**src/rtl/ata_poll_pkg.sv**
```systemverilog
package ata_poll_pkg;
  typedef enum logic [2:0] {
    ST_IDLE, ST_SETTLE_A, ST_READ_A, ST_RESEL, ST_WAIT_A,
    ST_SETTLE_B, ST_READ_B, ST_WAIT_B
  } poll_state_t;

  localparam logic [2:0] RC_OK      = 3'b000;
  localparam logic [2:0] RC_ERR     = 3'b001;
  localparam logic [2:0] RC_BUSY_TO = 3'b110;
  localparam logic [2:0] RC_MASK_TO = 3'b101;

  localparam logic [2:0] ADDR_DEVSEL  = 3'd6;
  localparam logic [2:0] ADDR_ALTSTAT = 3'd7;

  localparam int STAT_BUSY_BIT = 7;
  localparam int STAT_ERR_BIT  = 0;
  localparam logic [7:0] STAT_FLOAT = 8'hFF;
endpackage

```
**src/rtl/poll_timer.sv**
```systemverilog
module poll_timer #(
  parameter int CNT_W = 12
) (
  input  logic             clk,
  input  logic             rst,
  input  logic             load,
  input  logic [CNT_W-1:0] load_val,
  input  logic             tick,
  output logic             expired
);
  logic [CNT_W-1:0] cnt;

  always_ff @(posedge clk) begin
    if (rst) cnt <= '0;
    else if (load) cnt <= load_val;
    else if (tick && cnt != '0) cnt <= cnt - 1'b1;
  end

  assign expired = (cnt == '0);


  tick_step_chk: assert property (@(posedge clk) disable iff (rst)
    (!load && tick && cnt != '0) |=> (cnt == $past(cnt) - 1'b1));
endmodule

```
**src/rtl/reg_bus_port.sv**
```systemverilog
module reg_bus_port (
  input  logic       clk,
  input  logic       rst,
  input  logic       issue,
  input  logic       issue_we,
  input  logic [2:0] issue_addr,
  input  logic [7:0] issue_wdata,
  output logic       bus_req,
  output logic       bus_we,
  output logic [2:0] bus_addr,
  output logic [7:0] bus_wdata,
  input  logic       bus_ack,
  output logic       xfer_done
);
  always_ff @(posedge clk) begin
    if (rst) begin
      bus_req   <= 1'b0;
      bus_we    <= 1'b0;
      bus_addr  <= '0;
      bus_wdata <= '0;
    end else if (issue) begin
      bus_req   <= 1'b1;
      bus_we    <= issue_we;
      bus_addr  <= issue_addr;
      bus_wdata <= issue_wdata;
    end else if (bus_req && bus_ack) begin
      bus_req <= 1'b0;
    end
  end

  assign xfer_done = bus_req && bus_ack;


  req_hold_chk: assert property (@(posedge clk) disable iff (rst)
    (bus_req && !bus_ack) |=> (bus_req && $stable(bus_addr) && $stable(bus_we) && $stable(bus_wdata)));

  single_access_chk: assert property (@(posedge clk) disable iff (rst)
    issue |-> !bus_req);
endmodule

```
**src/rtl/ata_ready_poller.sv**
```systemverilog
module ata_ready_poller
  import ata_poll_pkg::*;
#(
  parameter int BUSY_BUDGET_US = 1000000,
  parameter int FAST_LIMIT_US  = 1000,
  parameter int FAST_STEP_US   = 10,
  parameter int SLOW_STEP_US   = 1000,
  parameter int FLOAT_STEP_US  = 1000,
  parameter int MASK_POLLS     = 5000,
  parameter int MASK_STEP_US   = 10,
  parameter int SETTLE_US      = 1
) (
  input  logic       clk,
  input  logic       rst,
  input  logic       tick_us,
  input  logic       start,
  input  logic [7:0] wait_mask,
  input  logic       unit_sel,
  output logic       done,
  output logic [2:0] result,
  output logic [7:0] last_status,
  output logic       bus_req,
  output logic       bus_we,
  output logic [2:0] bus_addr,
  output logic [7:0] bus_wdata,
  input  logic [7:0] bus_rdata,
  input  logic       bus_ack
);
  localparam int ELAPSED_W = $clog2(BUSY_BUDGET_US + SLOW_STEP_US + FLOAT_STEP_US + FAST_STEP_US + 1);
  localparam int TMR_W     = $clog2(FAST_STEP_US + SLOW_STEP_US + FLOAT_STEP_US + MASK_STEP_US + SETTLE_US + 1);
  localparam int POLL_W    = $clog2(MASK_POLLS + 1);

  localparam logic [ELAPSED_W-1:0] BUDGET_E = ELAPSED_W'(BUSY_BUDGET_US);
  localparam logic [ELAPSED_W-1:0] LIMIT_E  = ELAPSED_W'(FAST_LIMIT_US);
  localparam logic [ELAPSED_W-1:0] FAST_E   = ELAPSED_W'(FAST_STEP_US);
  localparam logic [ELAPSED_W-1:0] SLOW_E   = ELAPSED_W'(SLOW_STEP_US);
  localparam logic [ELAPSED_W-1:0] FLOAT_E  = ELAPSED_W'(FLOAT_STEP_US);

  poll_state_t          state;
  logic [7:0]           mask_q;
  logic                 unit_q;
  logic [ELAPSED_W-1:0] elapsed;
  logic [POLL_W-1:0]    polls;

  logic             issue_q, issue_we_q;
  logic [2:0]       issue_addr_q;
  logic             tmr_load_q;
  logic [TMR_W-1:0] tmr_val_q;
  logic             tmr_expired, tmr_ready, xfer_done;
  logic [7:0]       sel_byte;

  assign sel_byte  = {3'b101, unit_q, 4'b0000};
  assign tmr_ready = tmr_expired && !tmr_load_q;

  poll_timer #(.CNT_W(TMR_W)) u_timer (
    .clk(clk), .rst(rst), .load(tmr_load_q), .load_val(tmr_val_q),
    .tick(tick_us), .expired(tmr_expired)
  );

  reg_bus_port u_bus (
    .clk(clk), .rst(rst), .issue(issue_q), .issue_we(issue_we_q),
    .issue_addr(issue_addr_q), .issue_wdata(sel_byte),
    .bus_req(bus_req), .bus_we(bus_we), .bus_addr(bus_addr),
    .bus_wdata(bus_wdata), .bus_ack(bus_ack), .xfer_done(xfer_done)
  );

  always_ff @(posedge clk) begin
    if (rst) begin
      state        <= ST_IDLE;
      mask_q       <= '0;
      unit_q       <= 1'b0;
      elapsed      <= '0;
      polls        <= '0;
      issue_q      <= 1'b0;
      issue_we_q   <= 1'b0;
      issue_addr_q <= ADDR_ALTSTAT;
      tmr_load_q   <= 1'b0;
      tmr_val_q    <= '0;
      done         <= 1'b0;
      result       <= RC_OK;
      last_status  <= '0;
    end else begin
      done       <= 1'b0;
      issue_q    <= 1'b0;
      tmr_load_q <= 1'b0;
      case (state)
        ST_IDLE: if (start) begin
          mask_q     <= wait_mask;
          unit_q     <= unit_sel;
          elapsed    <= '0;
          tmr_val_q  <= TMR_W'(SETTLE_US);
          tmr_load_q <= 1'b1;
          state      <= ST_SETTLE_A;
        end
        ST_SETTLE_A: if (tmr_ready) begin
          issue_q      <= 1'b1;
          issue_we_q   <= 1'b0;
          issue_addr_q <= ADDR_ALTSTAT;
          state        <= ST_READ_A;
        end
        ST_READ_A: if (xfer_done) begin
          last_status <= bus_rdata;
          if (bus_rdata == STAT_FLOAT) begin
            elapsed      <= elapsed + FLOAT_E;
            issue_q      <= 1'b1;
            issue_we_q   <= 1'b1;
            issue_addr_q <= ADDR_DEVSEL;
            state        <= ST_RESEL;
          end else if (!bus_rdata[STAT_BUSY_BIT]) begin
            if (mask_q == '0) begin
              done   <= 1'b1;
              result <= bus_rdata[STAT_ERR_BIT] ? RC_ERR : RC_OK;
              state  <= ST_IDLE;
            end else begin
              tmr_val_q  <= TMR_W'(SETTLE_US);
              tmr_load_q <= 1'b1;
              state      <= ST_SETTLE_B;
            end
          end else begin
            tmr_load_q <= 1'b1;
            if (elapsed > LIMIT_E) begin
              elapsed   <= elapsed + SLOW_E;
              tmr_val_q <= TMR_W'(SLOW_STEP_US);
            end else begin
              elapsed   <= elapsed + FAST_E;
              tmr_val_q <= TMR_W'(FAST_STEP_US);
            end
            state <= ST_WAIT_A;
          end
        end
        ST_RESEL: if (xfer_done) begin
          tmr_val_q  <= TMR_W'(FLOAT_STEP_US);
          tmr_load_q <= 1'b1;
          state      <= ST_WAIT_A;
        end
        ST_WAIT_A: if (tmr_ready) begin
          if (elapsed < BUDGET_E) begin
            issue_q      <= 1'b1;
            issue_we_q   <= 1'b0;
            issue_addr_q <= ADDR_ALTSTAT;
            state        <= ST_READ_A;
          end else begin
            done   <= 1'b1;
            result <= RC_BUSY_TO;
            state  <= ST_IDLE;
          end
        end
        ST_SETTLE_B: if (tmr_ready) begin
          polls        <= '0;
          issue_q      <= 1'b1;
          issue_we_q   <= 1'b0;
          issue_addr_q <= ADDR_ALTSTAT;
          state        <= ST_READ_B;
        end
        ST_READ_B: if (xfer_done) begin
          last_status <= bus_rdata;
          if ((bus_rdata & mask_q) == mask_q) begin
            done   <= 1'b1;
            result <= bus_rdata[STAT_ERR_BIT] ? RC_ERR : RC_OK;
            state  <= ST_IDLE;
          end else begin
            polls      <= polls + 1'b1;
            tmr_val_q  <= TMR_W'(MASK_STEP_US);
            tmr_load_q <= 1'b1;
            state      <= ST_WAIT_B;
          end
        end
        ST_WAIT_B: if (tmr_ready) begin
          if (polls == POLL_W'(MASK_POLLS)) begin
            done   <= 1'b1;
            result <= RC_MASK_TO;
            state  <= ST_IDLE;
          end else begin
            issue_q      <= 1'b1;
            issue_we_q   <= 1'b0;
            issue_addr_q <= ADDR_ALTSTAT;
            state        <= ST_READ_B;
          end
        end
        default: state <= ST_IDLE;
      endcase
    end
  end


  done_pulse_chk: assert property (@(posedge clk) disable iff (rst)
    done |=> !done);

  budget_spent_chk: assert property (@(posedge clk) disable iff (rst)
    (done && result == RC_BUSY_TO) |-> (elapsed >= BUDGET_E));

  resel_write_chk: assert property (@(posedge clk) disable iff (rst)
    (bus_req && bus_we) |-> (bus_addr == ADDR_DEVSEL && bus_wdata == {3'b101, unit_q, 4'b0000}));

  start_ignored_chk: assert property (@(posedge clk) disable iff (rst)
    (state != ST_IDLE && start) |=> ($stable(mask_q) && $stable(unit_q)));

  mask_timeout_chk: assert property (@(posedge clk) disable iff (rst)
    (done && result == RC_MASK_TO) |-> (mask_q != '0));
endmodule

```
**config.mk**
```make
export PLATFORM = sky130hd
export DESIGN_NAME = ata_ready_poller
export DESIGN_NICKNAME = d
export VERILOG_FILES = /design/src/rtl/ata_poll_pkg.sv /design/src/rtl/poll_timer.sv /design/src/rtl/reg_bus_port.sv /design/src/rtl/ata_ready_poller.sv
export SDC_FILE = /design/constraint.sdc
export NUM_CORES = 1
export LEC_CHECK = 0
export ABC_AREA = 1
export ABC_CLOCK_PERIOD_IN_PS = 2100
export BUFFER_PORTS_ARGS = -buffer_cell sky130_fd_sc_hd__buf_2
export CAP_MARGIN = 0
export CORE_ASPECT_RATIO = 1.4
export CORE_UTILIZATION = 25
export DETAILED_ROUTE_END_ITERATION = 16
export PLACE_DENSITY_LB_ADDON = 0.3
export SLEW_MARGIN = 10
export SYNTH_ARGS = -nofsm -noshare
export SYNTH_HDL_FRONTEND = slang
export SYNTH_HIERARCHICAL = 1
export SYNTH_SLANG_ARGS = --single-unit
```
**constraint.sdc**
```tcl
create_clock -name clk -period 2.1 [get_ports clk]
set_input_delay 0.21 -clock clk [delete_from_list [all_inputs] [get_ports clk]]
set_output_delay 0.21 -clock clk [all_outputs]
set_load 0.01 [all_outputs]
```
## Word-level counts from Yosys, hierarchy flattened

Index checks and enable logic that the tools add are counted.

- Multiplexer cells: 95
- Reductions and logical operators: 25
- Add/subtract/negate cells: 4
- Magnitude comparators: 2
- Bitwise operators: 1
- Equal/unequal tests: 31

Operators with widths:

| operator | number |
|---|---|
| two-way mux 11 bit | 10 |
| two-way mux 20 bit | 5 |
| two-way mux 3 bit | 30 |
| case mux 11 bit (4 select lines) | 1 |
| case mux 20 bit (2 select lines) | 1 |
| two-way mux 13 bit | 3 |
| two-way mux 1 bit | 35 |
| != test 2 bit (second input constant) | 15 |
| case mux 13 bit (2 select lines) | 1 |
| case mux 3 bit (4 select lines) | 2 |
| case mux 3 bit (8 select lines) | 1 |
| AND reduction 8 bit | 3 |
| adder 20 x 10 -> 20 bit (second input constant) | 1 |
| adder 20 x 4 -> 20 bit (second input constant) | 1 |
| > comparator 20 x 10 -> 1 bit (second input constant) | 1 |
| < comparator 20 bit (second input constant) | 1 |
| case mux 1 bit (4 select lines) | 4 |
| adder 13 x 1 -> 13 bit (second input constant) | 1 |
| equality test 13 bit (second input constant) | 1 |
| equality test 3 bit (second input constant) | 4 |
| nonzero test 4 bit | 3 |
| logical NOT 11 bit | 1 |
| AND reduction 11 bit | 1 |
| nonzero test 11 bit | 1 |
| 18 further kinds | 31 |

- Flip-flop bits (word level): 92
- Output and inout bits: 25
- Input port bits: 22
- Word-level logic and storage cells: 176

## Depth between registers and ports, before layout

Gate-level depths: netlist of run 1.

- Depth in word-level cells: 6
- Gate-level depth with buffers: 17
- Gate-level depth less buffers: 16

## By module

Netlist of run 1, hierarchy kept.

Modules (own cells, without submodules):

| module | instances | cells an instance | area an instance (µm²) | sequential area each (µm²) |
|---|---|---|---|---|
| ata_ready_poller | 1 | 643 | 3,942.5 | 1,281.2 |
| poll_timer | 1 | 118 | 785.8 | 220.2 |
| reg_bus_port | 1 | 59 | 471.7 | 260.2 |

## Least setup slack after synthesis of run 1

No wires, ideal clock.

- Kind: reg2reg
- From: register u_timer.cnt[0]
- To: register polls[11]
- Arrival: 1,831 ps
- Stages on the path, launching flop included: 18
- Clock period less this slack: 1,902 ps
- Required time: 2,030 ps
- Setup time: 70 ps
- Path buffers: 1
- Path slack: 198 ps
- Cells stage by stage: dfxtp_1 -> inv_1 -> ha_1 -> nand3_2 -> nor2_2 -> nand2_1 -> nor2_1 -> inv_1 -> nor2_1 -> inv_1 -> nand2_1 -> nand2_1 -> nand2_1 -> nand2_2 -> inv_2 -> buf_4 -> nand2_1 -> a21oi_1

- Word-level cells in the longest chain between the ends: 4

Ends and longest elaborated chain:

| what | line | RTL |
|---|---|---|
| from (decl) | poll_timer.sv:11 | `logic [CNT_W-1:0] cnt;` |
| from (signal assigned) | poll_timer.sv:15 | `else if (load) cnt <= load_val;` |
| from (signal assigned) | poll_timer.sv:16 | `else if (tick && cnt != '0) cnt <= cnt - 1'b1;` |
| logical NOT 11 bit | poll_timer.sv:19 | `assign expired = (cnt == '0);` |
| named net tmr_expired | ata_ready_poller.sv:49 | `logic tmr_expired, tmr_ready, xfer_done;` |
| logical AND 1 bit | ata_ready_poller.sv:53 | `assign tmr_ready = tmr_expired && !tmr_load_q;` |
| != test 2 bit (no source line) | - |  |
| AND reduction 4 bit (no source line) | - |  |
| to (signal assigned) | ata_ready_poller.sv:162 | `polls <= polls + 1'b1;` |
| to (decl) | ata_ready_poller.sv:43 | `logic [POLL_W-1:0] polls;` |

The timed path passes the listed nets, and every way through them passes these cells.
A chain may end at the register's enable or synchronous reset.

## Final worst setup path of run 1

- From: register u_timer.cnt[1]
- To: register polls[3]

The elaborated chain is that of the path after synthesis.

==> impl_metrics.tcl, run 1 <==
set metrics [dict create \
    synthMuxAreaShare_pct 0.192 \
    netlist_instances 820 \
    hpwl_mm 10.9 \
    start_kind "register" \
    max_cap_viol_count 0 \
    wl_mm 14.5 \
    cts_buffers 9 \
    status "complete, no violations" \
    grt_max_degree 24 \
    hold_violations 0 \
    grt_overflow 0 \
    synth-seq-cells 88 \
    worstPathArrival_ns 2.10 \
    async_reset_ff_share_pct 0 \
    yosys.area_share.simple_pct 37.3 \
    postLayoutSetupSlackWorst_ns 0.224 \
    firstDrtPassIters 5 \
    fin_area_sq_um 6150 \
    crit_top_cell "nand2_1" \
    path_buf_inv 4 \
    syn-mean-instance-area_sq_um 6.34 \
    power_mw 7.64 \
    synth_compound_gate_area_share_pct 14.1 \
    num_vias 5264 \
    initial_utilization_pct 25.4 \
    peakVddDrop_mv 0.447 \
    synth_top_family_by_area "simple AND/OR/NAND/NOR gates" \
    fin_crit_ns 1.88 \
    htreeDepth 3 \
    n_antenna_cell 0 \
    die_h_um 173 \
    period_share_pct 89.3 \
    p_per_area_nw_per_um2 1240 \
    slowest_delay_ns 0.34 \
    synth-xor-area-share_pct 3.71 \
    cp.required_ns 2.32 \
    port_buffers 46 \
    fin_util_pct 30.0 \
    yosysMostFrequentCell "nand2_1" \
    fin_skew_ns 0.00843 \
    antenna_found_initial 0 \
    final_net_count 917 \
    grt_pass1_wl_mm 24.3 \
    synthTopCellsByCount "214 x nand2_1, 109 x nor2_1, 88 x dfxtp_1" \
    drive_gt1_share_pct 15.0 \
    area_delta_synth_final_pct 18.2 \
    setup.worst_path.end_class "register" \
    post_dp_cell_area_sq_um 5820 \
    final_cells 1150 \
    critPathTopFamily "simple AND/OR/NAND/NOR gates" \
    dieArea_sq_um 21400 \
    crit_type "register to register" \
    ys_types 34 \
    synth_top_area_share_pct 33.9 \
    cts.sinks 88 \
    via_per_inst 4.58 \
    cts_tree "built" \
    ios 47 \
    grt_pass1_vias 5092 \
    die_w_um 124 \
    post-place-cells 1132 \
    ys_seq_area_share_pct 33.9 \
    crit_path_cell_trace "inv_1 -> ha_2 -> nand3_4 -> nor2_4 -> nand2_1 -> nor2_1 -> inv_1 -> nor2_2 -> inv_1 -> nand2_1 -> nand2_1 -> nand2_2 -> nand2_4 -> buf_6 -> nand2_1 -> a21oi_1" \
    rsz0062_at_grt "no" \
    synth_adder_area_share_pct 1.44 \
    holdWs_ns 0.135 \
    place_congestion 0.847 \
    drtAntennaViolNets 0 \
    drt-initial-drc-count 234 \
    path_clk_slew_ns 0.07 \
    min_path_type "primary input to register" \
    yosysTopAreaCell "dfxtp_1" \
    critPathMaxFanout 11 \
    post-route-drc-count 0 \
    setup_viol 0 \
    place_ws_ns 0.113 \
    ys.flop_type "dfxtp_1" \
    cts_root_buf "clkbuf_16" \
    slew_viol_final 0 \
    core_area_sq_um 20500 \
    clockBufferDepth 2 \
    yosys_warnings 6 \
    synth_edf_count 0 \
    gr-usage-all-layers_pct 14.3 \
    rows 62 \
    synth_area_leaders "dfxtp_1 34%, nand2_1 15%, nor2_1 7.9%, a21oi_1 7.6%, nand3_1 6.3%" \
    avgRoutedWirePerCell_um 12.6 \
    netlist_area_sq_um 5200 \
    cp_slowest_cell "dfxtp_2" \
    fin_tns_setup_ns 0 \
    max_freq_mhz 533 \
    clock_latency_ns 0.34 \
    p_leak_nw 2.73 \
]
registers in the layout, indices dropped and copies added (netlist names), 3 cells and up:
register / flops
tmr_val_q: 4
u_bus/bus_wdata: 8
u_bus/bus_addr: 3
result: 3
elapsed: 19
last_status: 8
u_timer/cnt: 11
polls: 13
mask_q: 8
state: 3
tightest hold or removal path: stages:
cell     delay (ns)
buf_2          0.11
inv_1          0.06
a21oi_1        0.05
logic make-up after synthesis:
kind of cell	after synthesis
fa+ha+maj	6
buf+inv	115
xor+xnor	22
other cells	2
mux	1
simple gates	446
compound gates	140
flops	88
cells in the final DEF, fill, tap and decap left out, types with 6 or more instances in the layout:
cell and n:
a21oi_1 79, buf_2 46, buf_4 23, clkbuf_16 9
conb_1 12, dfxtp_1 87, inv_1 79, inv_2 13
nand2_1 213, nand2_2 10, nand3_1 65, nand4_1 22
nor2_1 108, nor2_4 6, nor3_1 9, o21ai_0 47
o21ai_1 6, xor2_1 21
layout make-up:
cell class / instances / area [sq um]
repair buffers: 70 / 414
flip-flops and latches: 88 / 1760
inverters: 93 / 352
multi-input cells: 627 / 3020
fillers: 2327 / 14300
clock inverters: 6 / 51.3
clock buffers: 10 / 229
well taps: 256 / 320
repair_timing:
| action | in CTS | in global routing |
|---|---|---|
| setup endpoints to repair | 0 | 16 |
| setup buffers | 0 | 2 |
| hold buffers | 0 | 0 |
| resized for setup | 0 | 11 |
worst paths after layout:
| kind | start | end | slack (ns) | depth (start not counted) |
|---|---|---|---|---|
| hold / removal | bus_rdata[6] | last_status[6]$_SDFFE_PP0P_ | 0.14 | 3 |
| setup reg to reg | u_timer/cnt[1]$_SDFFE_PP0P_ | polls[3]$_SDFFE_PP0P_ | 0.22 | 16 |
| hold reg to reg | tmr_val_q[0]$_SDFFE_PP0P_ | tmr_val_q[0]$_SDFFE_PP0P_ | 0.47 | 2 |
| setup / recovery | u_timer/cnt[1]$_SDFFE_PP0P_ | polls[3]$_SDFFE_PP0P_ | 0.22 | 16 |
metal layers:
metal	global-route usage [%]	vias to the layer above	wire length (um)
li1	-	2769	-
met2	25.9	107	7640
met4	5.65	0	415
met1	16.4	2360	5980
met3	2.34	28	457
met5	0	-	0
report_power, final:
part           leakage [nW]  switching [mW]  total, mW  internal, mW
clock                 0.134           0.719       1.54         0.820
combinational          1.87            2.35       3.68          1.34
sequential            0.718           0.366       2.42          2.05
Note: power is estimated with default switching activity, not from simulation.
==> run 2, diff against run 1 <==
--- a/config.mk
+++ b/config.mk
@@ -6,7 +6,7 @@
 export NUM_CORES = 1
 export LEC_CHECK = 0
 export ABC_AREA = 1
-export ABC_CLOCK_PERIOD_IN_PS = 2100
+export ABC_CLOCK_PERIOD_IN_PS = 1500
 export BUFFER_PORTS_ARGS = -buffer_cell sky130_fd_sc_hd__buf_2
 export CAP_MARGIN = 0
 export CORE_ASPECT_RATIO = 1.4
==> constraint.sdc (replaced) <==
create_clock -name clk -period 1.5 [get_ports clk]
set_input_delay 0.15 -clock clk [delete_from_list [all_inputs] [get_ports clk]]
set_output_delay 0.15 -clock clk [all_outputs]
set_load 0.01 [all_outputs]
==> run 2 against run 1 <==
Net effect: the run now ends with setup timing left; via count is 8.8% higher; cell count is 11% higher; critical path depth is 1 higher; worst hold slack worse by 0.058 ns; largest power group unchanged.
==> impl_metrics.tcl, run 2 (same netlist as run 1, synthesis figures left out) <==
set metrics [dict create \
    cp_slowest_cell "dfxtp_2" \
    crit_type "register to register" \
    area_delta_synth_final_pct 48.8 \
    grt_max_degree 43 \
    cp.required_ns 1.77 \
    cts_root_buf "clkbuf_16" \
    num_vias 5726 \
    max_cap_viol_count 0 \
    core_area_sq_um 20500 \
    grt_pass1_wl_mm 25.1 \
    antenna_found_initial 0 \
    path_clk_slew_ns 0.07 \
    p_sw_mw 5.81 \
    ios 47 \
    htreeDepth 3 \
    clock_latency_ns 0.34 \
    worstHoldPathCells 4 \
    fin_skew_ns 0.00789 \
    post-route-drc-count 0 \
    fin_crit_ns 1.84 \
    drt-initial-drc-count 290 \
    cts_buffers 9 \
    setup.worst_path.end_class "register" \
    slowest_delay_ns 0.32 \
    p_sw_share_pct 42.1 \
    final_common_cell "nand2_1" \
    reg.largest.list "elapsed x19, polls x13, u_timer/cnt x11" \
    grt_overflow 0 \
    clockBufferDepth 2 \
    die_w_um 124 \
    p_leak_nw 3.52 \
    initial_utilization_pct 25.4 \
    fin_tns_setup_ns -8.19 \
    wl_mm 15.3 \
    via_per_inst 4.49 \
    grt_pass1_vias 5592 \
    port_buffers 46 \
    crit_top_cell "inv_2" \
    rows 62 \
    crit_path_cell_trace "inv_2 -> ha_4 -> nand3_4 -> nor2_4 -> nand2_1 -> nor2_1 -> inv_1 -> nor2_2 -> inv_2 -> nand2_4 -> nand2_4 -> buf_6 -> nor2_4 -> nand2_2 -> inv_2 -> nand2_1 -> a21oi_2" \
    slew_viol_final 0 \
    period_share_pct 123 \
    n_antenna_cell 0 \
    drive_gt1_share_pct 36.0 \
    setup_viol 46 \
    status "finished, violations left" \
    p_per_area_nw_per_um2 1780 \
    p_int_mw 7.99 \
    regMostFlops "elapsed" \
    gr-usage-all-layers_pct 14.6 \
    mostFrequentLayoutCells "182 x nand2_1, 128 x buf_4, 100 x nor2_1" \
    cts.sinks 88 \
    pwr-share-clk_pct 16.5 \
    cts_tree "built" \
    worstPathArrival_ns 2.11 \
    start_kind "register" \
    hold_violations 0 \
    firstDrtPassIters 4 \
    min_path_type "primary input to register" \
    largest_reg_flops 19 \
    rsz0062_at_grt "yes" \
    violations "setup timing" \
    dieArea_sq_um 21400 \
    worstRegToRegCells 17 \
    avgRoutedWirePerCell_um 12.0 \
    critPathMaxFanout 4 \
    die_h_um 173 \
    comb_power_share_pct 59.7 \
    place_ws_ns -0.470 \
    max_freq_mhz 544 \
    drtAntennaViolNets 0 \
    final_net_count 1043 \
    peakVddDrop_mv 0.737 \
    postLayoutSetupSlackWorst_ns -0.339 \
    hpwl_mm 11.2 \
    seqPwrFrac_pct 23.8 \
    place_congestion 0.841 \
]
## run 2: through the flow
step / util [%] / area (sq um) / power [mW] / hold slack, ns / std cells
3_3_place_gp: 32.5 / 6660 / 9.73 / 0.423 / 1237
3_5_place_dp: 32.5 / 6660 / 9.78 / 0.426 / 1237
2_1_floorplan: - / 5270 / 7.25 / 0.212 / 830
6_report: 37.8 / 7740 / 13.8 / 0.0769 / 1276
5_1_grt: 37.8 / 7740 / 14.8 / 0.0760 / 1276
4_1_cts: 35.0 / 7170 / 12.6 / 0.0633 / 1262
## run 2: layout make-up
type                            instances  area [sq um]
Multi-Input combinational cell        628          3490
Inverter                               93           372
Clock buffer                            9           225
Timing Repair Buffer                  195          1480
Fill cell                            2203         12700
Clock inverter                          7          70.1
Sequential cell                        88          1780
Tap cell                              256           320
## run 2: worst paths after layout
path	start	endpoint	slack [ns]
max	u_timer/cnt[1]$_SDFFE_PP0P_	state[1]$_SDFFE_PP0P_	-0.34
min	bus_ack	u_bus/bus_req$_SDFFE_PP0P_	0.08
max reg2reg	u_timer/cnt[1]$_SDFFE_PP0P_	state[1]$_SDFFE_PP0P_	-0.34
min reg2reg	mask_q[3]$_SDFFE_PP0P_	mask_q[3]$_SDFFE_PP0P_	0.47
## run 2: critical path: cells and delay by family, from the launching register on
| family | cells | cell delay (ns) |
|---|---|---|
| buf+inv | 5 | 0.37 |
| flops | 1 | 0.32 |
| compound gates | 1 | 0.10 |
| simple gates | 10 | 0.80 |
| fa+ha+maj | 1 | 0.15 |
## run 2: power by group through the flow
| stage | registers, mW | clock network, mW | logic (mW) |
|---|---|---|---|
| after floorplan | 3.35 | 0 | 3.90 |
| after global placement | 3.30 | 0 | 6.44 |
| after detailed placement | 3.30 | 0 | 6.48 |
| after CTS | 3.26 | 2.36 | 7.02 |
| after global routing | 3.36 | 2.44 | 9.04 |
| final | 3.29 | 2.27 | 8.24 |
## run 2: metal layers
layer | wire length, um | up-vias | track usage [%]
met3 | 265 | 20 | 1.72
met2 | 8460 | 59 | 28.4
met1 | 6320 | 2615 | 15.7
li1 | - | 3032 | -
met4 | 290 | 0 | 4.76
met5 | 0 | - | 0
## run 2: timing repair
action,in CTS,in global routing
buffers inserted,8,17
hold buffers,0,0
endpoints found under the hold margin,0,0
endpoints found under the setup margin,51,61
pin swaps,24,34
gates resized for setup,45,136
gates cloned,1,1
